File: src/rtl/zf_eq_pkg.sv
package zf_eq_pkg;
  typedef enum logic {
    SYM_NEG = 1'b0,
    SYM_POS = 1'b1
  } sym_e;
endpackage

File: src/rtl/zf_sym_line.sv
module zf_sym_line #(
  parameter int DEPTH = 3
) (
  input  logic             clk_i,
  input  logic             rst_ni,
  input  logic             shift_i,
  input  logic             bit_i,
  output logic [DEPTH-1:0] q_o
);
  import zf_eq_pkg::*;

  for (genvar s = 0; s < DEPTH; s++) begin : g_stage
    logic d;
    if (s == 0) begin : g_head
      assign d = bit_i;
    end else begin : g_body
      assign d = q_o[s-1];
    end
    always_ff @(posedge clk_i or negedge rst_ni) begin
      if (!rst_ni)      q_o[s] <= SYM_NEG;
      else if (shift_i) q_o[s] <= d;
    end
  end
endmodule

File: src/rtl/zf_tap_term.sv
module zf_tap_term #(
  parameter int COEF_W = 8,
  parameter bit NEGATE = 1'b0
) (
  input  logic                     sym_i,
  input  logic signed [COEF_W-1:0] coef_i,
  output logic signed [COEF_W:0]   term_o
);
  logic signed [COEF_W:0] ext;

  // one extra bit so that negating the most negative code is exact
  assign ext    = {coef_i[COEF_W-1], coef_i};
  assign term_o = (sym_i ^ NEGATE) ? ext : -ext;
endmodule

File: src/rtl/zf_combiner.sv
module zf_combiner #(
  parameter int IN_W  = 9,
  parameter int N     = 4,
  parameter int OUT_W = 12
) (
  input  logic signed [IN_W-1:0]  terms_i [N],
  output logic signed [OUT_W-1:0] sum_o
);
  localparam int SUM_W = IN_W + $clog2(N) + 1;

  logic signed [SUM_W-1:0] acc;

  always_comb begin
    acc = '0;
    for (int i = 0; i < N; i++) acc = acc + SUM_W'(terms_i[i]);
  end

  if (OUT_W >= SUM_W) begin : g_wide
    assign sum_o = OUT_W'(acc);
  end else begin : g_clamp
    localparam logic signed [SUM_W-1:0] HI = SUM_W'((64'sd1 <<< (OUT_W - 1)) - 64'sd1);
    localparam logic signed [SUM_W-1:0] LO = -HI - SUM_W'(1);
    always_comb begin
      if (acc > HI)      sum_o = HI[OUT_W-1:0];
      else if (acc < LO) sum_o = LO[OUT_W-1:0];
      else               sum_o = acc[OUT_W-1:0];
    end
  end
endmodule

File: src/rtl/zf_cursor_eq.sv
module zf_cursor_eq #(
  parameter int COEF_W = 8,
  parameter int NPOST  = 2,
  parameter int OUT_W  = 12
) (
  input  logic                    clk_i,
  input  logic                    rst_ni,
  input  logic                    sym_valid_i,
  input  logic                    sym_i,
  input  logic [COEF_W-1:0]       c_main_i,
  input  logic [COEF_W-1:0]       c_pre_i,
  input  logic [NPOST*COEF_W-1:0] c_post_i,
  output logic [OUT_W-1:0]        amp_o,
  output logic                    amp_valid_o
);
  localparam int DEPTH  = NPOST + 1;
  localparam int NTERM  = NPOST + 2;
  localparam int TERM_W = COEF_W + 1;
  localparam int FILL   = NPOST + 1;
  localparam int CNT_W  = $clog2(FILL + 1);

  logic [DEPTH-1:0]         hist;
  logic signed [TERM_W-1:0] terms [NTERM];
  logic signed [OUT_W-1:0]  sum;
  logic [CNT_W-1:0]         fill_q;
  logic                     full_next;

  // hist[0] is the symbol now being emitted, sym_i is its look-ahead
  zf_sym_line #(.DEPTH(DEPTH)) u_line (
    .clk_i   (clk_i),
    .rst_ni  (rst_ni),
    .shift_i (sym_valid_i),
    .bit_i   (sym_i),
    .q_o     (hist)
  );

  zf_tap_term #(.COEF_W(COEF_W), .NEGATE(1'b0)) u_main (
    .sym_i  (hist[0]),
    .coef_i (c_main_i),
    .term_o (terms[0])
  );

  zf_tap_term #(.COEF_W(COEF_W), .NEGATE(1'b1)) u_pre (
    .sym_i  (sym_i),
    .coef_i (c_pre_i),
    .term_o (terms[1])
  );

  for (genvar k = 0; k < NPOST; k++) begin : g_post
    zf_tap_term #(.COEF_W(COEF_W), .NEGATE(1'b1)) u_post (
      .sym_i  (hist[k+1]),
      .coef_i (c_post_i[k*COEF_W +: COEF_W]),
      .term_o (terms[k+2])
    );
  end

  zf_combiner #(.IN_W(TERM_W), .N(NTERM), .OUT_W(OUT_W)) u_sum (
    .terms_i (terms),
    .sum_o   (sum)
  );

  assign full_next = (fill_q >= CNT_W'(FILL - 1));

  always_ff @(posedge clk_i or negedge rst_ni) begin
    if (!rst_ni) begin
      fill_q <= '0;
    end else if (sym_valid_i && (fill_q != CNT_W'(FILL))) begin
      fill_q <= fill_q + CNT_W'(1);
    end
  end

  always_ff @(posedge clk_i or negedge rst_ni) begin
    if (!rst_ni) begin
      amp_o       <= '0;
      amp_valid_o <= 1'b0;
    end else begin
      amp_valid_o <= sym_valid_i && full_next;
      if (sym_valid_i) amp_o <= sum;
    end
  end
endmodule

File: config.mk
export PLATFORM = sky130hd
export DESIGN_NAME = zf_cursor_eq
export DESIGN_NICKNAME = d
export VERILOG_FILES = /design/src/rtl/zf_eq_pkg.sv /design/src/rtl/zf_sym_line.sv /design/src/rtl/zf_tap_term.sv /design/src/rtl/zf_combiner.sv /design/src/rtl/zf_cursor_eq.sv
export SDC_FILE = /design/constraint.sdc
export NUM_CORES = 1
export LEC_CHECK = 0
export BUFFER_PORTS_ARGS = -buffer_cell sky130_fd_sc_hd__buf_2
export CAP_MARGIN = 20
export CORE_MARGIN = 1.5
export CORE_UTILIZATION = 51
export DETAILED_ROUTE_END_ITERATION = 10
export PLACE_DENSITY = 0.78
export SLEW_MARGIN = 5
export SYNTH_ARGS = -nofsm -noshare
export SYNTH_HDL_FRONTEND = slang
export SYNTH_SLANG_ARGS = --single-unit
File: constraint.sdc
create_clock -name clk_i -period 3.9 [get_ports clk_i]
set_input_delay 0.195 -clock clk_i [delete_from_list [all_inputs] [get_ports clk_i]]
set_output_delay 0.195 -clock clk_i [all_outputs]
set_load 0.05 [all_outputs]
After elaboration in Yosys (flattened, before gate mapping)
Index checks and enable logic that the tools add are counted.
{ "word_totals": {"output_inout_bits": 13, "input_bits": 36, "register_bits": 18, "elab_cells": 22} }
{ "op_classes": {"order_cmp": 1, "reduce_logical": 2, "add_sub_neg": 8, "n_eq_ne": 1, "muxes": 4} }
{ "ops": {"columns": ["operator", "count"], "rows": [
  ["9-bit 2-to-1 mux", 4],
  ["8-bit negator with 9-bit output", 4],
  ["12-bit by 9-bit adder with 12-bit output", 1],
  ["10-bit by 9-bit adder with 11-bit output", 1],
  ["9-bit by 9-bit adder with 10-bit output", 1],
  ["2-bit by 1-bit adder with 2-bit output, second input constant", 1],
  ["2-bit >= comparator, second input constant", 1],
  ["1-bit logical AND", 2],
  ["2-bit != test, second input constant", 1]
]} }

Logic depth before layout (Yosys ltp)
Gate-level depths: netlist of the first run.
{ "logic_depth": {"word_depth": 5, "depth_mapped": 19, "depth_no_buf": 19} }

Cells and area by module
A second synthesis of the first run with hierarchy kept.
{ "unflattened": {"cells_unflattened": 255, "area_unflattened_um2": 2392.3} }
{ "by_module_without_submodules": {"columns": ["mod", "n_inst", "cells_per_inst", "seq_area_each_um2", "area_per_inst_um2"], "rows": [
  ["zf_combiner", 1, 113, 0.0, 975.9],
  ["zf_cursor_eq", 1, 36, 375.4, 586.8],
  ["zf_tap_term (g_post[0].u_post ...)", 3, 24, 0.0, 176.4],
  ["zf_tap_term (u_main)", 1, 26, 0.0, 176.4],
  ["zf_sym_line", 1, 8, 75.1, 123.9]
]} }

Least setup slack after synthesis of the first run
No wires, ideal clock.
{ "synth_timing": {"path_kind": "register -> register", "startpoint": "register u_line.q_o[0], in the netlist u_line.g_stage[1].d", "endpoint": "register amp_o[11]", "slack_ps": 72, "t_required_ps": 3774, "synth_period_minus_slack_ps": 3828, "stages_incl_launch_ff": 15, "n_path_buf": 1, "t_arrival_ps": 3702, "path_cell_list": "dfrtp_1 clkbuf_1 mux2i_1 fa_1 inv_1 ha_1 fa_1 a21oi_1 o211ai_1 o41ai_1 xnor2_1 ha_1 nand3_1 or3b_1 a221o_1"} }
{ "synth_between": {"elab_chain_len": 4} }
{ "synth_lines": {"columns": ["item", "line", "rtl"], "rows": [
  ["from (decl)", "zf_sym_line.sv:8", "output logic [DEPTH-1:0] q_o"],
  ["from (signal, indexed assignment)", "zf_sym_line.sv:20", "if (!rst_ni) q_o[s] <= SYM_NEG;"],
  ["from (signal, indexed assignment)", "zf_sym_line.sv:21", "else if (shift_i) q_o[s] <= d;"],
  ["9-bit 2-to-1 mux", "zf_tap_term.sv:13", "assign term_o = (sym_i ^ NEGATE) ? ext : -ext;"],
  ["9-bit by 9-bit adder with 10-bit output", "zf_combiner.sv:15", "for (int i = 0; i < N; i++) acc = acc + SUM_W'(terms_i[i]);"],
  ["10-bit by 9-bit adder with 11-bit output", "zf_combiner.sv:15", null],
  ["12-bit by 9-bit adder with 12-bit output", "zf_combiner.sv:15", null],
  ["to (signal assigned)", "zf_cursor_eq.sv:78", "if (sym_valid_i) amp_o <= sum;"],
  ["to (decl)", "zf_cursor_eq.sv:13", "output logic [OUT_W-1:0] amp_o,"]
]} }
Every way passes these cells.
A chain may end at the register's enable or synchronous reset.

Final worst setup path of the first run
Ends and elaborated chain as after synthesis.

==> results of run 1 <==
==> where the power goes <==
part	internal, uW	total, uW	switching (uW)
Sequential	275	320	44.9
Combinational	1090	2430	1340
Clock	89.7	152	62.4
==> registers in the layout (all words and copies together) (netlist names) <==
signal	cells
fill_q	2
u_line.q_o	1
u_line.g_stage.d	2
amp_o	12
amp_valid_o	1
==> routing by layer <==
layer / routed length (um) / part of all wire [%] / track usage [%]
met3: 186 / 3.6 / 2.95
met4: 52 / 1.0 / 2.52
met1: 2390 / 46 / 28.8
met5: 0 / 0 / 0
met2: 2580 / 50 / 36.0
==> final timing paths <==
| check | start | to | slack, ns | cells past startpoint |
|---|---|---|---|---|
| setup / recovery | u_line.g_stage[1].d | amp_o[11] | 0.19 | 16 |
| hold / removal | c_post_i[8] | amp_o[0] | 0.34 | 3 |
| setup reg to reg | u_line.g_stage[1].d | amp_o[11] | 0.19 | 16 |
| hold reg to reg | amp_o[4] | amp_o[4] | 0.48 | 1 |
| max in group asynchronous | rst_ni | u_line.g_stage[1].d | 3.19 | 2 |
| min in group asynchronous | rst_ni | amp_o[9] | 0.39 | 2 |
==> metrics by stage <==
stage | hold WS [ns] | power (uW) | TNS, ns | utilization, % | cell area, sq um
6_report | 0.339 | 2900 | 0 | 66.8 | 2970
5_1_grt | 0.354 | 3190 | -0.0775 | 66.8 | 2970
4_1_cts | 0.335 | 2750 | 0 | 64.8 | 2880
3_5_place_dp | 0.150 | 2580 | -0.111 | 63.4 | 2820
3_3_place_gp | 0.141 | 2530 | 0 | 63.4 | 2820
2_1_floorplan | -0.101 | 1970 | 0 | - | 2410
==> cell type report <==
cell class / instances / area share [%]
clock buffer: 4 / 1.85
inverter: 35 / 4.42
multi-input combinational: 230 / 63.1
sequential: 18 / 15.2
tap: 52 / 2.19
timing repair buffer: 68 / 13.2
==> worst reg2reg max path, cell delays in order, from the launching register on <==
cell	delay (ns)
dfrtp_2	0.44
buf_4	0.18
a21oi_1	0.15
xnor2_1	0.11
fa_1	0.54
inv_1	0.06
ha_4	0.29
nand3_1	0.06
o211ai_1	0.22
nor2_1	0.08
xnor2_1	0.13
ha_1	0.36
nand2_1	0.07
o21ai_1	0.12
o21ai_1	0.09
or3b_1	0.37
a221o_1	0.32
==> cell usage after synthesis (2+ instances only) <==
library cell,number,area [sq um]
fa_1,11,220
inv_1,34,128
nor2_1,22,82.6
nor2b_1,4,25.0
o21bai_1,5,37.5
o21a_1,3,22.5
xor2_1,11,96.3
ha_1,26,325
a211oi_1,6,45.0
or3_1,2,12.5
o211ai_1,3,22.5
o41ai_1,2,17.5
a21oi_1,13,65.1
a21o_1,6,45.0
nand2b_1,2,12.5
mux2i_1,4,40.0
xnor2_1,24,210
nand2_1,26,97.6
clkbuf_1,5,18.8
nor3_1,7,35.0
o21ai_0,13,65.1
nand3_1,7,35.0
o31ai_1,9,67.6
mux2_2,8,90.1
dfrtp_1,18,450
==> what timing repair did <==
action	in CTS	in global routing
resized for setup	0	16
setup buffers	0	2
endpoints found under the hold margin	18	0
endpoints found under the setup margin	0	5
hold buffers	1	0
==> cell families after synthesis <==
family	Yosys count
AOI/OAI and AO/OA	69
DFF	18
xor gates and xnor gates	35
adders and majority gates	37
muxes	12
and+or+nand+nor	77
buffers and inverters	41
==> results.py, run 1 <==
metrics = {
    "run_status": {
        "status": "completed",
    },
    "global_routing": {
        "grt_pass1_vias": 2028,
        "grt_max_degree": 19,
        "grt.overflow.total": 0,
        "grt_use_total_pct": 20.9,
        "grt_first_pass_wirelength_um": 8690,
        "antenna_found_initial": 0,
    },
    "timing": {
        "hold_viol": 0,
        "fmax_ghz": 0.270,
        "worstMarginPinSlew_ns": 0.546,
        "final.min_clock_period_ns": 3.71,
        "max-slew-margin-rel_pct": 63.3,
        "fin_crit_sh_pct": 95.0,
        "slew_viol_final": 0,
        "fin_ws_ns": 0.193,
        "setup_violations": 0,
        "skew_ns": 0.00529,
    },
    "detailed_routing": {
        "vias_per_cell": 5.43,
        "ant_nets": 0,
        "first_pass_iters": 6,
        "avgRoutedWirePerCell_um": 12.8,
        "drt_iter0_markers": 100,
        "wirelength_um": 5210,
        "route.vias.total": 2208,
        "drc": 0,
    },
    "synthesis": {
        "netlist_instances": 289,
        "syn_area_sq_mm": 0.00241,
        "synth_area_per_cell_sq_um": 8.33,
        "ys_seq_area_share_pct": 18.7,
        "synth-seq-cells": 18,
        "synth_top_family_by_area": "adder cells",
        "synth_xor_area_share_pct": 12.7,
        "synthSimpleGateAreaFrac_pct": 14.6,
        "synth_compound_area_share_pct": 19.4,
        "synthMuxAreaShare_pct": 5.41,
        "synth.distinct_cells": 43,
        "synth_edf_count": 0,
        "async_flop_share_pct": 100,
        "syn_nets": 362,
        "ys.flop_type": "dfrtp_1",
        "synthAdderAreaFrac_pct": 22.7,
        "ys.warnings.count": 0,
    },
    "layout": {
        "layout_common_cells": "48 x buf_2, 34 x inv_1, 26 x nand2_1",
        "seqCellArea_sq_um": 452,
        "multi_input_area_sq_mm": 0.00187,
        "nNetsFinal": 429,
        "final_common_cell": "buf_2",
        "num_antenna_cells": 0,
        "area_delta_synth_final_pct": 23.3,
        "nFillCells": 370,
        "finalNonFillerCells": 407,
        "drive_above_1_share_pct": 26.8,
    },
    "setup_path": {
        "slowest_stage": "fa_1",
        "crit_required_ns": 4.04,
        "cp-start-kind": "flop",
        "crit_buf_inv": 2,
        "max_stage_delay_ns": 0.54,
        "critPathMaxFanout": 7,
        "critPathArrivalTime_ns": 3.85,
        "path_class": "reg2reg",
        "cp-end-kind": "flop",
        "path_delay_family": "adder cells",
        "path_cells": "buf_4, a21oi_1, xnor2_1, fa_1, inv_1, ha_4, nand3_1, o211ai_1, nor2_1, xnor2_1, ha_1, nand2_1, o21ai_1, o21ai_1, or3b_1, a221o_1",
    },
    "power_and_ir_drop": {
        "p_leak_uw": 0.00143,
        "power.density_mw_per_mm2": 977,
        "peakVddDrop_uv": 450,
    },
    "clock_network": {
        "clkLatencyLatePin_ns": 0.26,
        "clk_pin_slew_worst_paths_ns": 0.07,
        "clockRootBuffer": "clkbuf_8",
        "cts_tree": "done",
        "cts_buffer_depth": 2,
        "cts_inserted_buffers": 3,
        "numClockSinks": 18,
        "cts.htree.levels": 1,
    },
    "place": {
        "place_inst": 400,
        "numPortBuffers": 48,
        "hpwl_um": 4320,
        "gp_congestion": 0.853,
        "pre_cts_slack_ns": -0.0650,
    },
    "floorplan": {
        "rows": 24,
        "start_util_pct": 54.2,
        "dieArea_sq_mm": 0.00514,
        "fp.dieH_um": 71.7,
        "die_w_um": 71.7,
        "pin_count": 49,
        "core_area_sq_mm": 0.00444,
    },
    "flow_run": {
        "maxCapViolCount": 0,
    },
    "min_path": {
        "hold_class": "in2reg",
    },
}
No activity file was read; power rests on OpenSTA's default activity.
==> run 2, diff against run 1 <==
CORE_ASPECT_RATIO = 0.7   (was default)
CORE_MARGIN = default   (was 1.5)
==> results.py, run 2 (synthesis results as in run 1) <==
metrics = {
    "setup_path": {
        "path_class": "reg2reg",
        "critPathArrivalTime_ns": 3.90,
        "critPathMaxFanout": 5,
        "slowest_stage": "fa_1",
        "cp-end-kind": "flop",
        "path_cells": "mux2i_2, fa_1, inv_1, ha_2, fa_2, a21oi_2, o211ai_1, o41ai_2, xnor2_1, ha_1, nand3_2, or3b_1, a221o_1",
        "crit_required_ns": 4.04,
        "cp-start-kind": "flop",
        "max_stage_delay_ns": 0.54,
    },
    "detailed_routing": {
        "met1_length_um": 2680,
        "routed-wl-met2_um": 2580,
        "first_pass_iters": 7,
        "ant_nets": 0,
        "drc": 4,
        "drt_iter0_markers": 78,
        "wirelength_um": 5580,
        "avgRoutedWirePerCell_um": 13.6,
        "wl_met3_um": 218,
        "highest_layer": "met4",
        "vias_per_cell": 5.51,
        "route.vias.total": 2252,
    },
    "layout": {
        "nFillCells": 342,
        "largest_register_ff_count": 12,
        "nNetsFinal": 428,
        "num_antenna_cells": 0,
        "final_common_cell": "buf_2",
        "top_register": "amp_o",
        "seqCellArea_sq_um": 453,
        "drive_above_1_share_pct": 29.4,
        "area_delta_synth_final_pct": 25.9,
        "layout_common_cells": "48 x buf_2, 34 x inv_1, 26 x nand2_1",
        "multi_input_area_sq_mm": 0.00193,
    },
    "global_routing": {
        "grt_pass1_vias": 2135,
        "grt_first_pass_wirelength_um": 9090,
        "grt_use_total_pct": 23.1,
        "grt_max_degree": 19,
        "antenna_found_initial": 0,
        "grt.overflow.total": 0,
    },
    "flow_run": {
        "maxCapViolCount": 0,
    },
    "floorplan": {
        "die_w_um": 84.1,
        "fp.dieH_um": 59.5,
        "dieArea_sq_mm": 0.00500,
        "rows": 20,
        "start_util_pct": 54.4,
        "core_area_sq_mm": 0.00443,
        "pin_count": 49,
    },
    "timing": {
        "setup-tns-final_ns": 0,
        "fin_crit_sh_pct": 96.3,
        "setup_violations": 0,
        "rsz0062_at_grt": "true",
        "final.min_clock_period_ns": 3.76,
        "skew_ns": 0.00504,
        "max-slew-margin-rel_pct": 64.3,
        "holdWs_ns": 0.350,
        "worstMarginPinSlew_ns": 0.530,
        "fmax_ghz": 0.266,
        "slew_viol_final": 0,
        "hold_viol": 0,
    },
    "clock_network": {
        "cts_buffer_depth": 2,
        "cts.htree.levels": 1,
        "clk_pin_slew_worst_paths_ns": 0.07,
        "numClockSinks": 18,
        "cts_inserted_buffers": 3,
        "cts_tree": "done",
        "clockRootBuffer": "clkbuf_8",
        "clkLatencyLatePin_ns": 0.26,
    },
    "run_status": {
        "status": "finished, violations left",
        "violations": "design-rule violations",
    },
    "power_and_ir_drop": {
        "p_leak_uw": 0.00144,
        "power.density_mw_per_mm2": 976,
        "peakVddDrop_uv": 512,
        "p_total_uw": 2960,
    },
    "min_path": {
        "hold_class": "in2reg",
    },
    "place": {
        "hpwl_um": 4540,
        "numPortBuffers": 48,
        "gp_congestion": 0.870,
    },
}
-- run 2: final cells by class --
type                    instances  share of cell area, %
well taps                      55                   2.27
flip-flops and latches         18                   14.9
inverters                      35                   4.34
multi-input cells             230                   63.8
repair buffers                 67                   12.8
clock buffers                   4                   1.82
-- run 2: per-stage QoR --
| step | cell area (sq um) | setup slack, ns | utilization (%) | instances |
|---|---|---|---|---|
| after floorplan | 2410 | 0.0719 | - | 289 |
| after global placement | 2820 | 0.0383 | 63.7 | 403 |
| after detailed placement | 2820 | -0.121 | 63.7 | 403 |
| after CTS | 2890 | 0.0155 | 65.1 | 408 |
| after global routing | 3030 | -0.0217 | 68.4 | 409 |
| final | 3030 | 0.144 | 68.4 | 409 |
-- run 2: worst paths after layout --
| kind | startpoint | endpoint | slack [ns] | cells after the start |
|---|---|---|---|---|
| min in group asynchronous | rst_ni | amp_o[10] | 0.39 | 2 |
| min reg2reg | amp_o[3] | amp_o[3] | 0.48 | 1 |
| max | u_line.g_stage[1].d | amp_o[11] | 0.14 | 13 |
| max in group asynchronous | rst_ni | u_line.g_stage[1].d | 3.19 | 2 |
| min | sym_i | u_line.g_stage[1].d | 0.35 | 2 |
| max reg2reg | u_line.g_stage[1].d | amp_o[11] | 0.14 | 13 |
-- run 2: timing repair --
item | 4_1_cts | 5_1_grt
hold buffers | 1 | 0
resized for setup | 0 | 28
setup endpoints to repair | 0 | 5
endpoints found under the hold margin | 18 | 0
setup buffers | 0 | 1
-- run 2: layer usage --
layer | track usage, % | up-vias
met5 | 0 | -
met3 | 4.32 | 12
met4 | 5.91 | 0
met1 | 31.0 | 1063
met2 | 39.2 | 47
li1 | - | 1130
-- run 2: power breakdown --
part,internal (uW),total [uW],switching [uW]
Sequential,275,328,52.2
Combinational,1100,2470,1370
Clock,89.8,155,65.1
Total,1470,2960,1490
-- run 2: critical path: cells and delay by family (launching register included) --
family | cells | cell delay [ns]
compound gates | 4 | 0.97
xor+xnor | 1 | 0.13
fa+ha+maj | 4 | 1.40
buf+inv | 1 | 0.05
flops | 1 | 0.45
mux | 1 | 0.17
simple gates | 2 | 0.47
==> run 3, diff against run 2 <==
CORE_ASPECT_RATIO = default   (was 0.7)
==> results.py, run 3 (synthesis results as in run 1) <==
metrics = {
    "clock_network": {
        "clk_pin_slew_worst_paths_ns": 0.07,
        "cts.htree.levels": 1,
        "clkLatencyLatePin_ns": 0.25,
        "cts_inserted_buffers": 3,
        "cts_buffer_depth": 2,
        "cts_tree": "done",
        "clockRootBuffer": "clkbuf_8",
        "numClockSinks": 18,
    },
    "global_routing": {
        "grt_max_degree": 19,
        "grt_first_pass_wirelength_um": 8320,
        "antenna_found_initial": 0,
        "grt_pass1_vias": 2014,
        "grt.overflow.total": 0,
        "grt_use_total_pct": 20.5,
    },
    "timing": {
        "setup-tns-final_ns": 0,
        "skew_ns": 0.00346,
        "fin_crit_sh_pct": 95.2,
        "hold_viol": 0,
        "fmax_ghz": 0.269,
        "worstMarginPinSlew_ns": 0.490,
        "final.min_clock_period_ns": 3.71,
        "holdWs_ns": 0.341,
        "slew_viol_final": 0,
        "rsz0062_at_grt": "false",
        "max-slew-margin-rel_pct": 67.0,
        "setup_violations": 0,
    },
    "layout": {
        "nNetsFinal": 428,
        "layout_common_cells": "48 x buf_2, 34 x inv_1, 26 x nand2_1",
        "nFillCells": 371,
        "finalNonFillerCells": 406,
        "num_antenna_cells": 0,
        "drive_above_1_share_pct": 27.1,
        "final_util_pct": 67.2,
        "top_register": "amp_o",
        "final_common_cell": "buf_2",
        "largest_register_ff_count": 12,
        "area_delta_synth_final_pct": 24.0,
    },
    "setup_path": {
        "rr_startpoint": "u_line.g_stage[1].d",
        "critPathArrivalTime_ns": 3.85,
        "cp-end-kind": "flop",
        "path_cells": "buf_4, a21oi_1, xnor2_1, fa_1, inv_1, ha_4, nand3_1, o211ai_1, nor2_1, xnor2_1, ha_1, nand2_1, o21ai_1, o21ai_1, or3b_1, a221o_1",
        "crit_buf_inv": 2,
        "r2r_setup_slack_ns": 0.19,
        "path_delay_family": "adder cells",
        "r2r_end": "amp_o[11]",
        "r2r_cells": 16,
        "critPathMaxFanout": 7,
        "slowest_stage": "fa_1",
        "max_stage_delay_ns": 0.54,
        "crit_required_ns": 4.04,
        "cp-start-kind": "flop",
        "path_class": "reg2reg",
    },
    "detailed_routing": {
        "avgRoutedWirePerCell_um": 12.7,
        "route.vias.total": 2149,
        "vias_per_cell": 5.29,
        "first_pass_iters": 7,
        "wirelength_um": 5140,
        "drt_iter0_markers": 91,
        "drc": 5,
        "ant_nets": 0,
    },
    "floorplan": {
        "start_util_pct": 54.2,
        "dieArea_sq_mm": 0.00500,
        "rows": 24,
        "fp.dieH_um": 70.7,
        "pin_count": 49,
        "die_w_um": 70.7,
        "core_area_sq_mm": 0.00444,
    },
    "power_and_ir_drop": {
        "p_sw_share_pct": 49.9,
        "p_leak_uw": 0.00144,
        "switchingPower_uw": 1440,
        "power_frac_seq_pct": 11.2,
        "power.internal_uw": 1440,
        "power.density_mw_per_mm2": 965,
        "peakVddDrop_uv": 487,
        "p_total_uw": 2880,
        "p_clk_share_pct": 5.3,
        "power.share.combinational_pct": 83.5,
    },
    "run_status": {
        "status": "finished, violations left",
        "violations": "design-rule violations",
    },
    "min_path": {
        "hold_end": "u_line.g_stage[1].d",
        "hold_class": "in2reg",
        "hp-start": "sym_i",
        "holdPathStages": 2,
    },
    "flow_run": {
        "maxCapViolCount": 0,
    },
    "place": {
        "place_inst": 399,
        "gp_congestion": 0.857,
        "hpwl_um": 4230,
        "numPortBuffers": 48,
    },
}
==> run 3: layout make-up <==
type	count	area [sq um]	share of cell area [%]
multi-input combinational	230	1900	63.5
sequential	18	452	15.1
timing repair buffer	67	385	12.9
inverter	35	131	4.40
tap	52	65.1	2.18
clock buffer	4	55.1	1.84
==> run 3: routing by layer <==
metal | vias up | track usage [%] | share of wire [%]
met3 | 6 | 3.70 | 3.5
met4 | 0 | 4.67 | 0.90
met1 | 979 | 28.0 | 48
met2 | 42 | 34.1 | 48
met5 | - | 0 | 0
li1 | 1122 | - | -
==> run 3: worst max-delay path by stage <==
stage | startpoint | end | slack [ns] | cells after the start
floorplan | u_line.g_stage[1].d | amp_o[11] | 0.07 | 14
global placement | c_post_i[4] | amp_o[11] | 0.01 | 16
detailed placement | c_post_i[4] | amp_o[11] | -0.04 | 16
CTS | u_line.g_stage[1].d | amp_o[11] | 0.09 | 13
global route | u_line.g_stage[1].d | amp_o[11] | 0.007 | 16
finish | u_line.g_stage[1].d | amp_o[11] | 0.19 | 16
==> run 3: power by group through the flow <==
stage / Clock (uW) / Sequential (uW) / Combinational, uW
after floorplan: 0 / 542 / 1430
after global placement: 0 / 323 / 2180
after detailed placement: 0 / 326 / 2220
after CTS: 158 / 322 / 2250
after global routing: 167 / 333 / 2650
final: 152 / 323 / 2410
==> run 3: per-stage QoR <==
| step | area, sq um | worst slack, ns |
|---|---|---|
| after floorplan | 2410 | 0.0719 |
| after global routing | 2990 | 0.00749 |
| after CTS | 2870 | 0.0919 |
| after global placement | 2810 | 0.0115 |
| final | 2990 | 0.188 |
| after detailed placement | 2810 | -0.0390 |
==> run 3: timing repair <==
item	CTS	global route
hold buffers	1	0
setup buffers	0	2
endpoints found under the hold margin	18	0
endpoints found under the setup margin	0	5
resized for setup	0	18
